<file path="config.mk">
export PLATFORM = sky130hd
export DESIGN_NAME = pxdes_top
export DESIGN_NICKNAME = d
export VERILOG_FILES = /design/src/rtl/pxdes_pkg.sv /design/src/rtl/pxdes_frame_align.sv /design/src/rtl/pxdes_width_dec.sv /design/src/rtl/pxdes_pclk_gen.sv /design/src/rtl/pxdes_top.sv
export SDC_FILE = /design/constraint.sdc
export NUM_CORES = 1
export LEC_CHECK = 0
export BUFFER_PORTS_ARGS = -buffer_cell sky130_fd_sc_hd__buf_2
export CELL_PAD_IN_SITES_DETAIL_PLACEMENT = 1
export CELL_PAD_IN_SITES_GLOBAL_PLACEMENT = 2
export CORE_UTILIZATION = 39
export DETAILED_ROUTE_END_ITERATION = 16
export PLACE_DENSITY_LB_ADDON = 0.1
export RECOVER_POWER = 50
export SLEW_MARGIN = 20
export SYNTH_ARGS = -nofsm -noshare
export SYNTH_HDL_FRONTEND = slang
export SYNTH_SLANG_ARGS = --single-unit
</file>
<file path="constraint.sdc">
create_clock -name clk -period 4.9 [get_ports clk]
set_input_delay 0.49 -clock clk [delete_from_list [all_inputs] [get_ports clk]]
set_output_delay 0.49 -clock clk [all_outputs]
set_load 0.05 [all_outputs]
</file>
<file path="src/rtl/pxdes_pkg.sv">
// Shared definitions for the pixel deserializer.
package pxdes_pkg;
    // Alignment states of the frame tracker.
    typedef enum logic [1:0] {
        AL_HUNT    = 2'd0,
        AL_CONFIRM = 2'd1,
        AL_LOCK    = 2'd2
    } align_st_e;

    // Pulse width select codes.
    localparam logic [1:0] PW_NARROW     = 2'b00;
    localparam logic [1:0] PW_NARROW_INV = 2'b01;
    localparam logic [1:0] PW_MID        = 2'b10;
    localparam logic [1:0] PW_WIDE       = 2'b11;
endpackage

</file>
<file path="src/rtl/pxdes_frame_align.sv">
// Frame tracker: shifts in serial bits and hunts for the 1,0 marker that
// closes each FRAME_W-bit frame. It locks after LOCK_HITS aligned frames and
// drops lock after MISS_LIMIT misframed frames in a row.
// Assumes: LOCK_HITS >= 2, MISS_LIMIT >= 1, first bit of a frame is data LSB.
module pxdes_frame_align
    import pxdes_pkg::*;
#(
    parameter int DATA_W     = 10,
    parameter int LOCK_HITS  = 2,
    parameter int MISS_LIMIT = 2
) (
    input  logic              clk,
    input  logic              srst_n,
    input  logic              bit_vld,
    input  logic              bit_in,
    output logic              word_stb,
    output logic [DATA_W-1:0] word,
    output logic              locked
);
    localparam int FRAME_W = DATA_W + 2;
    localparam int PH_W    = $clog2(FRAME_W);
    localparam int CT_MAX  = (LOCK_HITS > MISS_LIMIT) ? LOCK_HITS : MISS_LIMIT;
    localparam int CT_W    = $clog2(CT_MAX + 1);

    align_st_e           st;
    logic [FRAME_W-1:0]  sh;
    logic [FRAME_W-1:0]  sh_nxt;
    logic [PH_W-1:0]     phase;
    logic [CT_W-1:0]     hits;
    logic [CT_W-1:0]     misses;
    logic                framed;
    logic                at_edge;
    logic [DATA_W-1:0]   frame_word;

    assign sh_nxt  = {sh[FRAME_W-2:0], bit_in};
    assign framed  = (sh_nxt[1:0] == 2'b10);
    assign at_edge = (phase == PH_W'(FRAME_W - 1));
    assign locked  = (st == AL_LOCK);

    // Purpose: map arrival order onto word bit positions (first bit -> bit 0).
    always_comb begin
        for (int i = 0; i < DATA_W; i++) begin
            frame_word[i] = sh_nxt[FRAME_W-1-i];
        end
    end

    // Purpose: shift, phase counting and hunt/confirm/lock sequencing.
    always_ff @(posedge clk) begin
        if (!srst_n) begin
            st       <= AL_HUNT;
            sh       <= '0;
            phase    <= '0;
            hits     <= '0;
            misses   <= '0;
            word_stb <= 1'b0;
            word     <= '0;
        end else begin
            word_stb <= 1'b0;
            if (bit_vld) begin
                sh    <= sh_nxt;
                phase <= at_edge ? '0 : phase + 1'b1;
                unique case (st)
                    AL_HUNT: begin
                        if (framed) begin
                            st    <= AL_CONFIRM;
                            hits  <= CT_W'(1);
                            phase <= '0;
                        end
                    end
                    AL_CONFIRM: begin
                        if (at_edge) begin
                            if (!framed) begin
                                st   <= AL_HUNT;
                                hits <= '0;
                            end else if (hits == CT_W'(LOCK_HITS - 1)) begin
                                st       <= AL_LOCK;
                                misses   <= '0;
                                word_stb <= 1'b1;
                                word     <= frame_word;
                            end else begin
                                hits <= hits + 1'b1;
                            end
                        end
                    end
                    AL_LOCK: begin
                        if (at_edge) begin
                            if (framed) begin
                                misses   <= '0;
                                word_stb <= 1'b1;
                                word     <= frame_word;
                            end else if (misses == CT_W'(MISS_LIMIT - 1)) begin
                                st     <= AL_HUNT;
                                misses <= '0;
                                hits   <= '0;
                            end else begin
                                misses <= misses + 1'b1;
                            end
                        end
                    end
                    default: st <= AL_HUNT;
                endcase
            end
        end
    end
endmodule

</file>
<file path="src/rtl/pxdes_width_dec.sv">
// Pulse length decoder: turns the width select and link multiplier into a
// pulse length in bit times and a polarity flag.
// Assumes: multiplier code 0 is treated as 1.
module pxdes_width_dec
    import pxdes_pkg::*;
#(
    parameter int W_NARROW = 6,
    parameter int W_MID    = 12,
    parameter int W_WIDE   = 16,
    parameter int CNT_W    = $clog2(3 * W_WIDE + 1)
) (
    input  logic [1:0]       pw_sel,
    input  logic [1:0]       link_mult,
    output logic [CNT_W-1:0] len,
    output logic             invert
);
    logic [CNT_W-1:0] base;
    logic [CNT_W-1:0] mult;

    // Purpose: select base width, polarity and effective multiplier.
    always_comb begin
        unique case (pw_sel)
            PW_NARROW:     base = CNT_W'(W_NARROW);
            PW_NARROW_INV: base = CNT_W'(W_NARROW);
            PW_MID:        base = CNT_W'(W_MID);
            default:       base = CNT_W'(W_WIDE);
        endcase
        invert = (pw_sel == PW_NARROW_INV);
        mult   = (link_mult == 2'd0) ? CNT_W'(1) : CNT_W'(link_mult);
        len    = base * mult;
    end
endmodule

</file>
<file path="src/rtl/pxdes_pclk_gen.sv">
// Pixel clock pulse generator: a start strobe opens an active phase of
// `len` cycles; a new start during the phase reloads it.
// Assumes: len >= 1.
module pxdes_pclk_gen #(
    parameter int CNT_W = 6
) (
    input  logic             clk,
    input  logic             srst_n,
    input  logic             start,
    input  logic [CNT_W-1:0] len,
    input  logic             invert,
    output logic             pclk
);
    logic             active;
    logic [CNT_W-1:0] left;

    // Purpose: count the active phase down and close it.
    always_ff @(posedge clk) begin
        if (!srst_n) begin
            active <= 1'b0;
            left   <= '0;
        end else if (start) begin
            active <= 1'b1;
            left   <= len - 1'b1;
        end else if (active) begin
            if (left == '0) begin
                active <= 1'b0;
            end else begin
                left <= left - 1'b1;
            end
        end
    end

    assign pclk = invert ? active : ~active;
endmodule

</file>
<file path="src/rtl/pxdes_top.sv">
// Pixel deserializer top: frame tracker, output word register, pulse
// generator, and the power-down / pass-through output selection.
// Assumes: rate_sel 2'b00 means power-down, which also resets the core.
module pxdes_top #(
    parameter int DATA_W     = 10,
    parameter int LOCK_HITS  = 2,
    parameter int MISS_LIMIT = 2,
    parameter int W_NARROW   = 6,
    parameter int W_MID      = 12,
    parameter int W_WIDE     = 16
) (
    input  logic              clk,
    input  logic              rst_n,
    input  logic [1:0]        rate_sel,
    input  logic              pd_drive,
    input  logic              rx_bit,
    input  logic              rx_vld,
    input  logic [1:0]        pw_sel,
    input  logic [1:0]        link_mult,
    input  logic              pass_en,
    input  logic              pass_clk,
    output logic [DATA_W-1:0] dout,
    output logic              pix_clk,
    output logic              out_en,
    output logic              link_locked
);
    localparam int CNT_W = $clog2(3 * W_WIDE + 1);

    logic              pd;
    logic              core_rst_n;
    logic              word_stb;
    logic [DATA_W-1:0] word;
    logic              locked;
    logic [DATA_W-1:0] dout_r;
    logic [CNT_W-1:0]  len;
    logic              invert;
    logic              core_pclk;

    assign pd         = (rate_sel == 2'b00);
    assign core_rst_n = rst_n & ~pd;

    pxdes_frame_align #(
        .DATA_W(DATA_W), .LOCK_HITS(LOCK_HITS), .MISS_LIMIT(MISS_LIMIT)
    ) u_align (
        .clk(clk), .srst_n(core_rst_n), .bit_vld(rx_vld), .bit_in(rx_bit),
        .word_stb(word_stb), .word(word), .locked(locked)
    );

    pxdes_width_dec #(
        .W_NARROW(W_NARROW), .W_MID(W_MID), .W_WIDE(W_WIDE), .CNT_W(CNT_W)
    ) u_wdec (
        .pw_sel(pw_sel), .link_mult(link_mult), .len(len), .invert(invert)
    );

    pxdes_pclk_gen #(.CNT_W(CNT_W)) u_pclk (
        .clk(clk), .srst_n(core_rst_n), .start(word_stb), .len(len),
        .invert(invert), .pclk(core_pclk)
    );

    // Purpose: present a delivered word in step with the pulse start.
    always_ff @(posedge clk) begin
        if (!core_rst_n) begin
            dout_r <= '0;
        end else if (word_stb) begin
            dout_r <= word;
        end
    end

    // Purpose: choose parked, pass-through or live output values.
    always_comb begin
        if (pd) begin
            dout        = '0;
            pix_clk     = 1'b1;
            out_en      = pd_drive;
            link_locked = 1'b0;
        end else begin
            dout        = dout_r;
            pix_clk     = pass_en ? pass_clk : core_pclk;
            out_en      = 1'b1;
            link_locked = locked;
        end
    end
endmodule

</file>
==> metrics.csv, run 1 <==
stage;metric;value;unit
synth;syn-instance-count;270;
floorplanning;dieHeight;81.4;um
clocking;clock_path_buffers;2;
outcome;status;complete, but fails checks;
finish;fin_nets;321;
pwr;p_clk_share;35.5;%
critical_path;critPathKind;in -> reg;
pwr;power_leakage;1.04;nW
critical_path;cp_max_fo;43;
finish;area_delta_synth_final;11.2;%
placement;gp_congestion;0.774;
clocking;cts-root-buf;clkbuf_8;
finish;multi_input_area;1370;um2
synth;yosysSeqAreaShare;39.9;%
critical_path;cp_top_family;buffers and inverters;
critical_path;cp-end-kind;register;
sta;final.period_utilization;46.6;%
pwr;p_per_area;266;nW/um2
floorplanning;num_rows;28;
routing;wl_per_cell;14.4;um
sta;tns;0;ns
critical_path;timing.critical_path.buf_inv;2;
sta;fmax;0.438;GHz
grt;grtUsageMet2;28.7;%
sta;whs;0.467;ns
grt;grt_max_degree;44;
synth;synth_top_area_cell;dfxtp_1;
pwr;vdd_drop_max;0.116;mV
floorplanning;ios;26;
floorplanning;die_area;6630;um2
floorplanning;die_width;81.4;um
sta;finalSetupViolCount;0;
clocking;clkSinkCount;49;
grt;grt_pass1_wl;8.92;mm
routing;num_vias;1868;
sta;rsz0062_at_grt;no;
grt;gr-usage-met1;23.7;%
routing;drt-total-wl;5.31;mm
critical_path;cp-start-kind;primary input;
floorplanning;start_util;41.1;%
sta;finalHoldViolations;0;
synth;syn-num-nets;298;
pwr;p_int;0.000532;W
clocking;hold_buffers;0;
synth;synth_top_area_share;39.9;%
finish;drive_gt1_share;10.9;%
pwr;p_sw_share;26.9;%
grt;antenna_found_initial;0;
finish;fillers;700;
run;drv_cap;1;
sta;maxSlewViolCount;44;
grt;grt_pass1_vias;1873;
outcome;violations;max-capacitance violations, max-slew violations;
min_path;hold_path_class;reg -> reg;
synth;yosysUniqueCellTypes;45;
routing;routed_via_density;5.06;
synth;synthArstFlopShare;0;%
routing;ant_nets;0;
clocking;cts_tree;done;
clocking;cts-buffers-inserted;5;
routing;dr.pass1.iters;4;
grt;grtUsageMet3;3.00;%
sta;min_period;2.28;ns
synth;synth_top_flop_cell;dfxtp_1;
pwr;switching_power;0.000196;W
critical_path;required;5.08;ns
critical_path;critPathMaxStageDelay;1.36;ns
pwr;pwr-share-seq;55.4;%
critical_path;r2r_setup_slack;2.81;ns
sta;slew_headroom;-25.2;%
grt;busiest_layer;met2;
synth;synth-seq-cells;49;
finish;ff_latch_area;981;um2
synth;avgSynthCellArea;9.12;um2
routing;drt_drc_violations_left;0;
placement;dp_hpwl;3.86;mm
grt;overflow;0;
critical_path;cp_slowest_cell;clkbuf_1;
synth;synth_area;2460;um2
sta;fin_skew;0.00824;ns
placement;place.port_buffers;25;
clocking;clkTransAtPathRegs;0.10;ns
clocking;clkLatencyLatePin;0.30;ns
critical_path;arrival;2.47;ns
routing;drtIter0Drc;81;
critical_path;crit_path_frequent_cell;clkbuf_1;
grt;grt_usage;17.5;%
synth;synth.top_cells.by_area;dfxtp_1, mux2i_1, ha_1;
clocking;post-cts-setup-buffer-count;0;
synth;synth_edf_count;0;
clocking;cts-htree-levels;2;
critical_path;cp_cell_sequence;clkbuf_1 -> o21ai_0 -> clkbuf_1 -> or4_1 -> mux2i_1;
sta;worst_pin_slew;1.88;ns
floorplanning;core;5990;um2
clocking;cts_resized;0;
finish;diodes;0;
synth;yosysWarningCount;0;
pwr;combPwrFrac;9.2;%
[kinds of logic (layout without fill, tap and decap cells)]
| group | count (synthesis) | count (layout) | synth area share [%] |
|---|---|---|---|
| DFF | 49 | 49 | 39.9 |
| buffers and inverters | 28 | 52 | 4.83 |
| adders and majority gates | 15 | 15 | 7.93 |
| and+or+nand+nor | 103 | 103 | 21.2 |
| muxes | 34 | 34 | 13.8 |
| xor gates and xnor gates | 9 | 9 | 3.20 |
| AOI/OAI and AO/OA | 32 | 32 | 9.15 |
[cell usage after synthesis (all sizes together), types with 5 or more instances]
cell type,n
dfxtp,49
nor2,40
mux2i,34
inv,18
nand2,18
nor2b,15
ha,14
a21oi,7
nand2b,7
a211oi,6
clkbuf,6
nor3,5
xnor2,5
[metrics by stage]
step / total power (W) / setup WS (ns) / instances / cell area (um2) / util (%)
finish: 0.000727 / 2.62 / 369 / 2740 / 45.7
global placement: 0.000479 / 2.44 / 361 / 2640 / 44.1
floorplan: 0.000459 / 2.84 / 270 / 2460 / -
detailed placement: 0.000481 / 2.39 / 361 / 2640 / 44.1
CTS: 0.000741 / 2.61 / 369 / 2740 / 45.8
global route: 0.000767 / 2.38 / 369 / 2740 / 45.7
[area by class of cell]
type                            count  share of cell area [%]
Clock buffer                        5                    2.51
Tap cell                           75                    3.43
Inverter                           18                    2.47
Sequential cell                    49                    35.8
Timing Repair Buffer               26                    4.62
Multi-Input combinational cell    193                    49.9
Clock inverter                      3                    1.23
[worst min-delay path: stages, from the launching register on]
cell and delay (ns):
dfxtp_1 0.32, nand2_1 0.05, mux2i_1 0.05
[flip-flops by register name, summed over array words and instances (netlist names)]
name,cells
u_align.phase,4
u_align.word_stb,1
u_align.hits,2
u_align.word,10
u_align.sh,11
u_pclk.left,6
dout_r,10
u_align.misses,2
u_align.st,2
u_pclk.active,1
[placed cells by master (no fill, tap or decap), types with 5 or more instances in the layout]
master / instances
a211oi_1: 5
xnor2_1: 5
dfxtp_1: 49
ha_1: 14
nor2_1: 40
inv_1: 18
buf_2: 23
nor2b_1: 15
nor3_1: 5
mux2i_1: 34
a21oi_1: 7
nand2b_1: 7
nand2_1: 18
clkbuf_8: 5
[metal layers]
metal | share of wire [%] | routed length (um)
met5 | 0 | 0
met2 | 45 | 2410
met4 | 0.51 | 27
met3 | 2.1 | 113
met1 | 52 | 2760
[power by group through the flow]
stage	registers [W]	logic, W	clock network [W]
2_1_floorplan	0.000411	0.0000480	0
3_3_place_gp	0.000412	0.0000674	0
3_5_place_dp	0.000412	0.0000688	0
4_1_cts	0.000403	0.0000693	0.000270
5_1_grt	0.000403	0.0000751	0.000288
6_report	0.000403	0.0000666	0.000258
[path summary, 6_finish.rpt]
check	start	end	cells after the start
setup / recovery	rate_sel[1]	u_align.hits[1]	5
hold / removal	u_align.hits[1]	u_align.hits[1]	2
setup reg to reg	u_align.st[1]	u_align.word[9]	6
hold reg to reg	u_align.hits[1]	u_align.hits[1]	2
Power figures use the tool's default switching activity.
==> run 2, diff against run 1 <==
CORE_UTILIZATION = 33   (was 39)
clock period = 1.9 ns   (was 4.9 ns; I/O delays follow)
==> run 2 against run 1 <==
The flow now finishes without violations. Power increased to 2.6 times the previous value. Sequential power increased to 2.6 times the previous value. Global-route usage decreased by 2.4 points. Die area increased by 18%. Register-to-register slack got worse by 2.7 ns. Critical path depth increased by 2. Clock skew decreased by 0.0019 ns. Flip-flop and latch count unchanged. Critical path type is now reg -> reg. Critical endpoint is now u_align.word[7].
==> metrics.csv, run 2 (same netlist as run 1, synthesis figures left out) <==
stage;metric;value;unit;change
floorplanning;num_rows;31;;+11%
sta;fin_skew;0.00637;ns;-0.00187 ns
sta;fmax;0.570;GHz;
floorplanning;ios;26;;unchanged
critical_path;required;2.07;ns;-3.01 ns
finish;drive_gt1_share;12.8;%;+1.9 points
placement;dp_hpwl;3.92;mm;+1.8%
finish;fillers;892;;+27%
finish;top_regs;u_align.sh: 11 flops, dout_r: 10 flops, u_align.word: 10 flops;;
clocking;clkLatencyLatePin;0.31;ns;about the same
critical_path;arrival;1.93;ns;-0.54 ns
finish;fin_nets;331;;+3.1%
clocking;clkSinkCount;49;;unchanged
sta;finalSetupViolCount;0;;unchanged
routing;dr.pass1.iters;4;;unchanged
sta;worst_pin_slew;0.867;ns;-1.01 ns
clocking;hold_buffers;0;;unchanged
routing;num_vias;1915;;+2.5%
run;drv_cap;0;;-1
grt;grt_usage;15.0;%;-2.4 points
clocking;cts-buffers-inserted;5;;unchanged
pwr;power_leakage;1.07;nW;+2.7%
critical_path;cp_slowest_cell;dfxtp_1;;
critical_path;critPathMaxStageDelay;0.37;ns;-0.99 ns
routing;drt-total-wl;5.37;mm;+1.1%
finish;multi_input_area;1370;um2;+0.37%
critical_path;reg2reg_to;u_align.word[7];;
outcome;status;finished clean;;
min_path;hold_path.startpoint;rx_bit;;
min_path;hold_path_class;in -> reg;;
finish;area_delta_synth_final;15.8;%;
critical_path;timing.critical_path.buf_inv;2;;unchanged
critical_path;r2r-start;u_align.st[1];;
grt;grt_pass1_vias;1826;;-2.5%
finish;largest_register_ffs;11;;unchanged
clocking;cts-root-buf;clkbuf_8;;
finish;final_cell_mix;dfxtp_1, nor2_1, mux2i_1, nand2_1, inv_1;;
placement;gp_congestion;0.798;;+3.1%
critical_path;cp_cell_sequence;inv_1 -> ha_1 -> nand2b_1 -> a211oi_2 -> buf_12 -> mux2i_1 -> nor2_1;;
sta;rsz0062_at_grt;no;;
placement;dpl.cell_count;395;;+9.4%
pwr;p_per_area;665;nW/um2;+150%
pwr;vdd_drop_max;0.337;mV;+190%
grt;grt_max_degree;24;;-45%
grt;antenna_found_initial;0;;unchanged
min_path;hold_depth;3;;+1
critical_path;cp-start-kind;register;;
sta;min_period;1.76;ns;
sta;whs;0.190;ns;-0.278 ns
clocking;clkTransAtPathRegs;0.10;ns;about the same
floorplanning;dieHeight;88.4;um;+8.5%
critical_path;r2r_cells;7;;+1
sta;slew_headroom;42.2;%;+67 points
floorplanning;core;7210;um2;+20%
sta;final.period_utilization;92.4;%;
critical_path;cp_top_family;flip-flops;;
sta;finalHoldViolations;0;;unchanged
critical_path;cp-end-kind;register;;
routing;ant_nets;0;;unchanged
clocking;cts_tree;done;;
routing;wl_per_cell;13.3;um;-7.4%
min_path;hold_end;u_align.sh[0];;
floorplanning;start_util;34.1;%;-7.0 points
finish;ff_latch_area;981;um2;unchanged
finish;layout_commonest_cell;dfxtp_1;;
finish;diodes;0;;unchanged
grt;grt_pass1_wl;9.04;mm;+1.3%
critical_path;cp_max_fo;12;;-72%
placement;place.port_buffers;25;;unchanged
floorplanning;die_area;7810;um2;+18%
clocking;clock_path_buffers;2;;unchanged
routing;routed_via_density;4.75;;-6.1%
finish;top_register;u_align.sh;;
clocking;cts-htree-levels;2;;unchanged
floorplanning;die_width;88.4;um;+8.5%
finish;layout.cells.non_filler;403;;+9.2%
critical_path;r2r_setup_slack;0.14;ns;-2.67 ns
sta;maxSlewViolCount;0;;-100%
routing;drtIter0Drc;76;;-6.2%
routing;drt_drc_violations_left;0;;unchanged
grt;overflow;0;;unchanged
critical_path;critPathKind;reg -> reg;;
==> run 2: changes by cell type in the layout (fill, tap and decap cells not counted), moves of 2 or more <==
cell      before  now
buf_2         23   16
buf_4          0    9
clkbuf_1       3    9
a211oi_2       0    2
==> run 2: area by class of cell <==
class | instances | share of cell area, %
clock buffers | 6 | 2.90
clock inverters | 2 | 0.615
inverters | 18 | 2.37
multi-input cells | 193 | 48.1
flip-flops and latches | 49 | 34.4
well taps | 99 | 4.35
repair buffers | 36 | 7.25
==> run 2: stage by stage <==
stage          util (%)  TNS, ns  setup WS, ns  total power, W  cell area [um2]
4_1_cts            39.9        0         0.131         0.00194             2880
3_3_place_gp       38.5        0        0.0266         0.00125             2780
3_5_place_dp       38.5  -0.0296       -0.0152         0.00125             2780
2_1_floorplan         -        0         0.191         0.00118             2460
5_1_grt            39.5        0       0.00312         0.00198             2850
6_report           39.5        0         0.144         0.00189             2850
==> run 2: what timing repair did <==
item / 4_1_cts / 5_1_grt
setup endpoints to repair: 0 / 2
buffers inserted: 0 / 0
resized for setup: 0 / 1
==> run 2: report_power, final <==
part | total (W) | leakage (nW) | switching, W | internal [W]
sequential | 0.00104 | 0.395 | 0.00000566 | 0.00103
clock | 0.000677 | 0.0518 | 0.000374 | 0.000303
combinational | 0.000180 | 0.620 | 0.000107 | 0.0000734
total | 0.00189 | 1.07 | 0.000486 | 0.00141
==> run 2: tightest hold or removal path, cell delays in order <==
cell,delay [ns]
buf_2,0.12
mux2i_1,0.07
nor2_1,0.08
==> run 2: worst max path at each step <==
stage                 endpoint  depth (start not counted)             start  slack (ns)
5_1_grt        u_align.hits[0]                          6  u_align.phase[0]       0.003
2_1_floorplan   u_pclk.left[5]                          9         pw_sel[1]        0.19
6_report       u_align.word[7]                          7     u_align.st[1]        0.14
3_3_place_gp    u_pclk.left[4]                         10      link_mult[1]        0.03
4_1_cts        u_align.word[7]                          7     u_align.st[1]        0.13
3_5_place_dp    u_pclk.left[5]                         10         pw_sel[1]       -0.02
==> run 2: per-layer routing <==
layer  global-route usage, %  up-vias  wire, um
met2                    24.0       17      2420
li1                        -      989         -
met5                       0        -         0
met3                    2.24        8       112
met1                    20.7      901      2770
met4                    5.28        0        70
==> run 3, diff against run 2 <==
CORE_UTILIZATION = 30   (was 33)
==> run 3 against run 2 <==
Sequential share of layout area down 0.11 points. Largest power group unchanged. Global-route usage down 0.67 points. Via count down 0.84%. Clock-buffer cell count down 1. First-iteration DRC count down 39%. Final cell count up 0.99%. Critical path depth down 1. Maximum frequency down 3.0%. Sequential power about the same.
==> metrics.csv, run 3 (same netlist as run 1, synthesis figures left out) <==
stage;metric;value;unit;change
finish;top_register;u_align.sh;;
clocking;clkLatencyLatePin;0.31;ns;about the same
critical_path;cp-start-kind;register;;
sta;finalHoldViolations;0;;unchanged
floorplanning;die_area;8570;um2;+9.8%
critical_path;cp-end-kind;register;;
floorplanning;start_util;31.4;%;-2.8 points
clocking;clkTransAtPathRegs;0.10;ns;about the same
critical_path;cp_cell_sequence;inv_1 -> ha_1 -> or4b_4 -> o21a_1 -> o221ai_1 -> a21oi_1;;
grt;grt_max_degree;27;;+13%
critical_path;cp_slowest_cell;or4b_4;;
clocking;cts-buffers-inserted;5;;unchanged
finish;ff_latch_area;981;um2;unchanged
clocking;clock_path_buffers;2;;unchanged
placement;dp_hpwl;4.26;mm;+8.5%
routing;ant_nets;0;;unchanged
placement;place_ws;-0.0216;ns;-0.00635 ns
outcome;status;finished clean;;
pwr;power_leakage;1.09;nW;+2.5%
sta;slew_headroom;40.3;%;-1.9 points
placement;dpl.cell_count;399;;+1.0%
sta;worst_pin_slew;0.895;ns;+0.0278 ns
sta;rsz0062_at_grt;no;;
routing;num_vias;1899;;-0.84%
floorplanning;dieHeight;92.6;um;+4.8%
finish;top_regs;u_align.sh: 11 flops, dout_r: 10 flops, u_align.word: 10 flops;;
sta;setup_ws;0.0904;ns;-0.0540 ns
placement;gp_congestion;0.756;;-5.3%
grt;antenna_found_initial;0;;unchanged
sta;maxSlewViolCount;0;;unchanged
finish;multi_input_area;1370;um2;-0.36%
routing;routed_via_density;4.67;;-1.8%
run;drv_cap;0;;unchanged
sta;min_period;1.81;ns;+0.0540 ns
grt;grt_pass1_wl;9.65;mm;+6.7%
clocking;cts-htree-levels;2;;unchanged
sta;fin_skew;0.00765;ns;+0.00128 ns
floorplanning;num_rows;32;;+3.2%
finish;fillers;947;;+6.2%
sta;fmax;0.553;GHz;-3.0%
routing;drtIter0Drc;46;;-39%
finish;largest_register_ffs;11;;unchanged
placement;place.port_buffers;25;;unchanged
finish;fin_nets;332;;+0.30%
critical_path;arrival;1.97;ns;+0.04 ns
sta;final.period_utilization;95.2;%;+2.8 points
floorplanning;core;7850;um2;+8.8%
clocking;cts_resized;0;;unchanged
floorplanning;ios;26;;unchanged
min_path;hold_path_class;in -> reg;;
clocking;hold_buffers;0;;unchanged
routing;wl_per_cell;13.8;um;+3.8%
finish;layout.cells.non_filler;407;;+0.99%
grt;overflow;0;;unchanged
sta;finalSetupViolCount;0;;unchanged
routing;drt_drc_violations_left;0;;unchanged
finish;final_cell_mix;dfxtp_1, nor2_1, mux2i_1, buf_2;;
pwr;vdd_drop_max;0.294;mV;-13%
finish;diodes;0;;unchanged
finish;drive_gt1_share;14.8;%;+1.9 points
critical_path;required;2.06;ns;about the same
critical_path;critPathMaxStageDelay;0.48;ns;+0.11 ns
pwr;p_per_area;666;nW/um2;about the same
clocking;post-cts-setup-buffer-count;0;;unchanged
critical_path;critPathKind;reg -> reg;;
clocking;cts_tree;done;;
routing;drt-total-wl;5.63;mm;+4.9%
clocking;clkSinkCount;49;;unchanged
finish;layout_commonest_cell;dfxtp_1;;
critical_path;cp_max_fo;3;;-9
floorplanning;die_width;92.6;um;+4.8%
clocking;cts-root-buf;clkbuf_8;;
grt;grt_pass1_vias;2016;;+10%
routing;dr.pass1.iters;3;;-1
finish;area_delta_synth_final;16.1;%;
grt;grt_usage;14.4;%;-0.67 points
[run 3: changes by cell type in the layout (fill, tap and decap cells not counted), sizes merged]
cell / previous run / this run
clkbuf: 16 / 13
buf: 26 / 29
inv: 19 / 20
[run 3: worst max-delay path, delay by kind of cell, from the launching register on]
kind | cells | cell delay, ns
adder cells (fa/ha/maj) | 1 | 0.19
AND/OR/NAND/NOR | 1 | 0.48
AO/OA/AOI/OAI | 3 | 0.54
flip-flops | 1 | 0.34
buffers and inverters | 1 | 0.12
[run 3: stage by stage]
| step | hold WS [ns] | cell area, um2 | setup TNS, ns | power (W) | util (%) |
|---|---|---|---|---|---|
| 6_report | 0.179 | 2860 | 0 | 0.00190 | 36.4 |
| 5_1_grt | 0.200 | 2860 | 0 | 0.00201 | 36.4 |
| 4_1_cts | 0.180 | 2870 | 0 | 0.00195 | 36.6 |
| 3_5_place_dp | 0.456 | 2780 | -0.0420 | 0.00126 | 35.4 |
| 3_3_place_gp | 0.448 | 2780 | 0 | 0.00126 | 35.4 |
| 2_1_floorplan | 0.337 | 2460 | 0 | 0.00118 | - |
[run 3: area by class of cell]
type	count	area share (%)
clock buffer	5	2.41
clock inverter	3	1.01
inverter	18	2.36
multi-input combinational	193	47.8
sequential	49	34.3
tap	102	4.47
timing repair buffer	37	7.66
[run 3: worst paths after layout]
path | from | to | slack [ns] | depth (start not counted)
worst max-delay path | u_pclk.left[0] | u_pclk.left[1] | 0.09 | 6
worst min-delay path | rx_bit | u_align.sh[0] | 0.18 | 3
worst max register to register | u_pclk.left[0] | u_pclk.left[1] | 0.09 | 6
worst min register to register | u_align.misses[1] | u_align.misses[1] | 0.47 | 2
[run 3: per-layer routing]
| metal | up-vias | global-route usage, % | part of all wire, % |
|---|---|---|---|
| li1 | 987 | - | - |
| met1 | 885 | 19.1 | 53 |
| met2 | 20 | 23.3 | 43 |
| met3 | 7 | 2.79 | 2.4 |
| met4 | 0 | 4.69 | 1.5 |
| met5 | - | 0 | 0 |
[run 3: report_power, final]
| part | internal (W) | switching [W] |
|---|---|---|
| clock network | 0.000276 | 0.000397 |
| logic | 0.0000798 | 0.000111 |
| registers | 0.00103 | 0.00000578 |
| total | 0.00139 | 0.000514 |
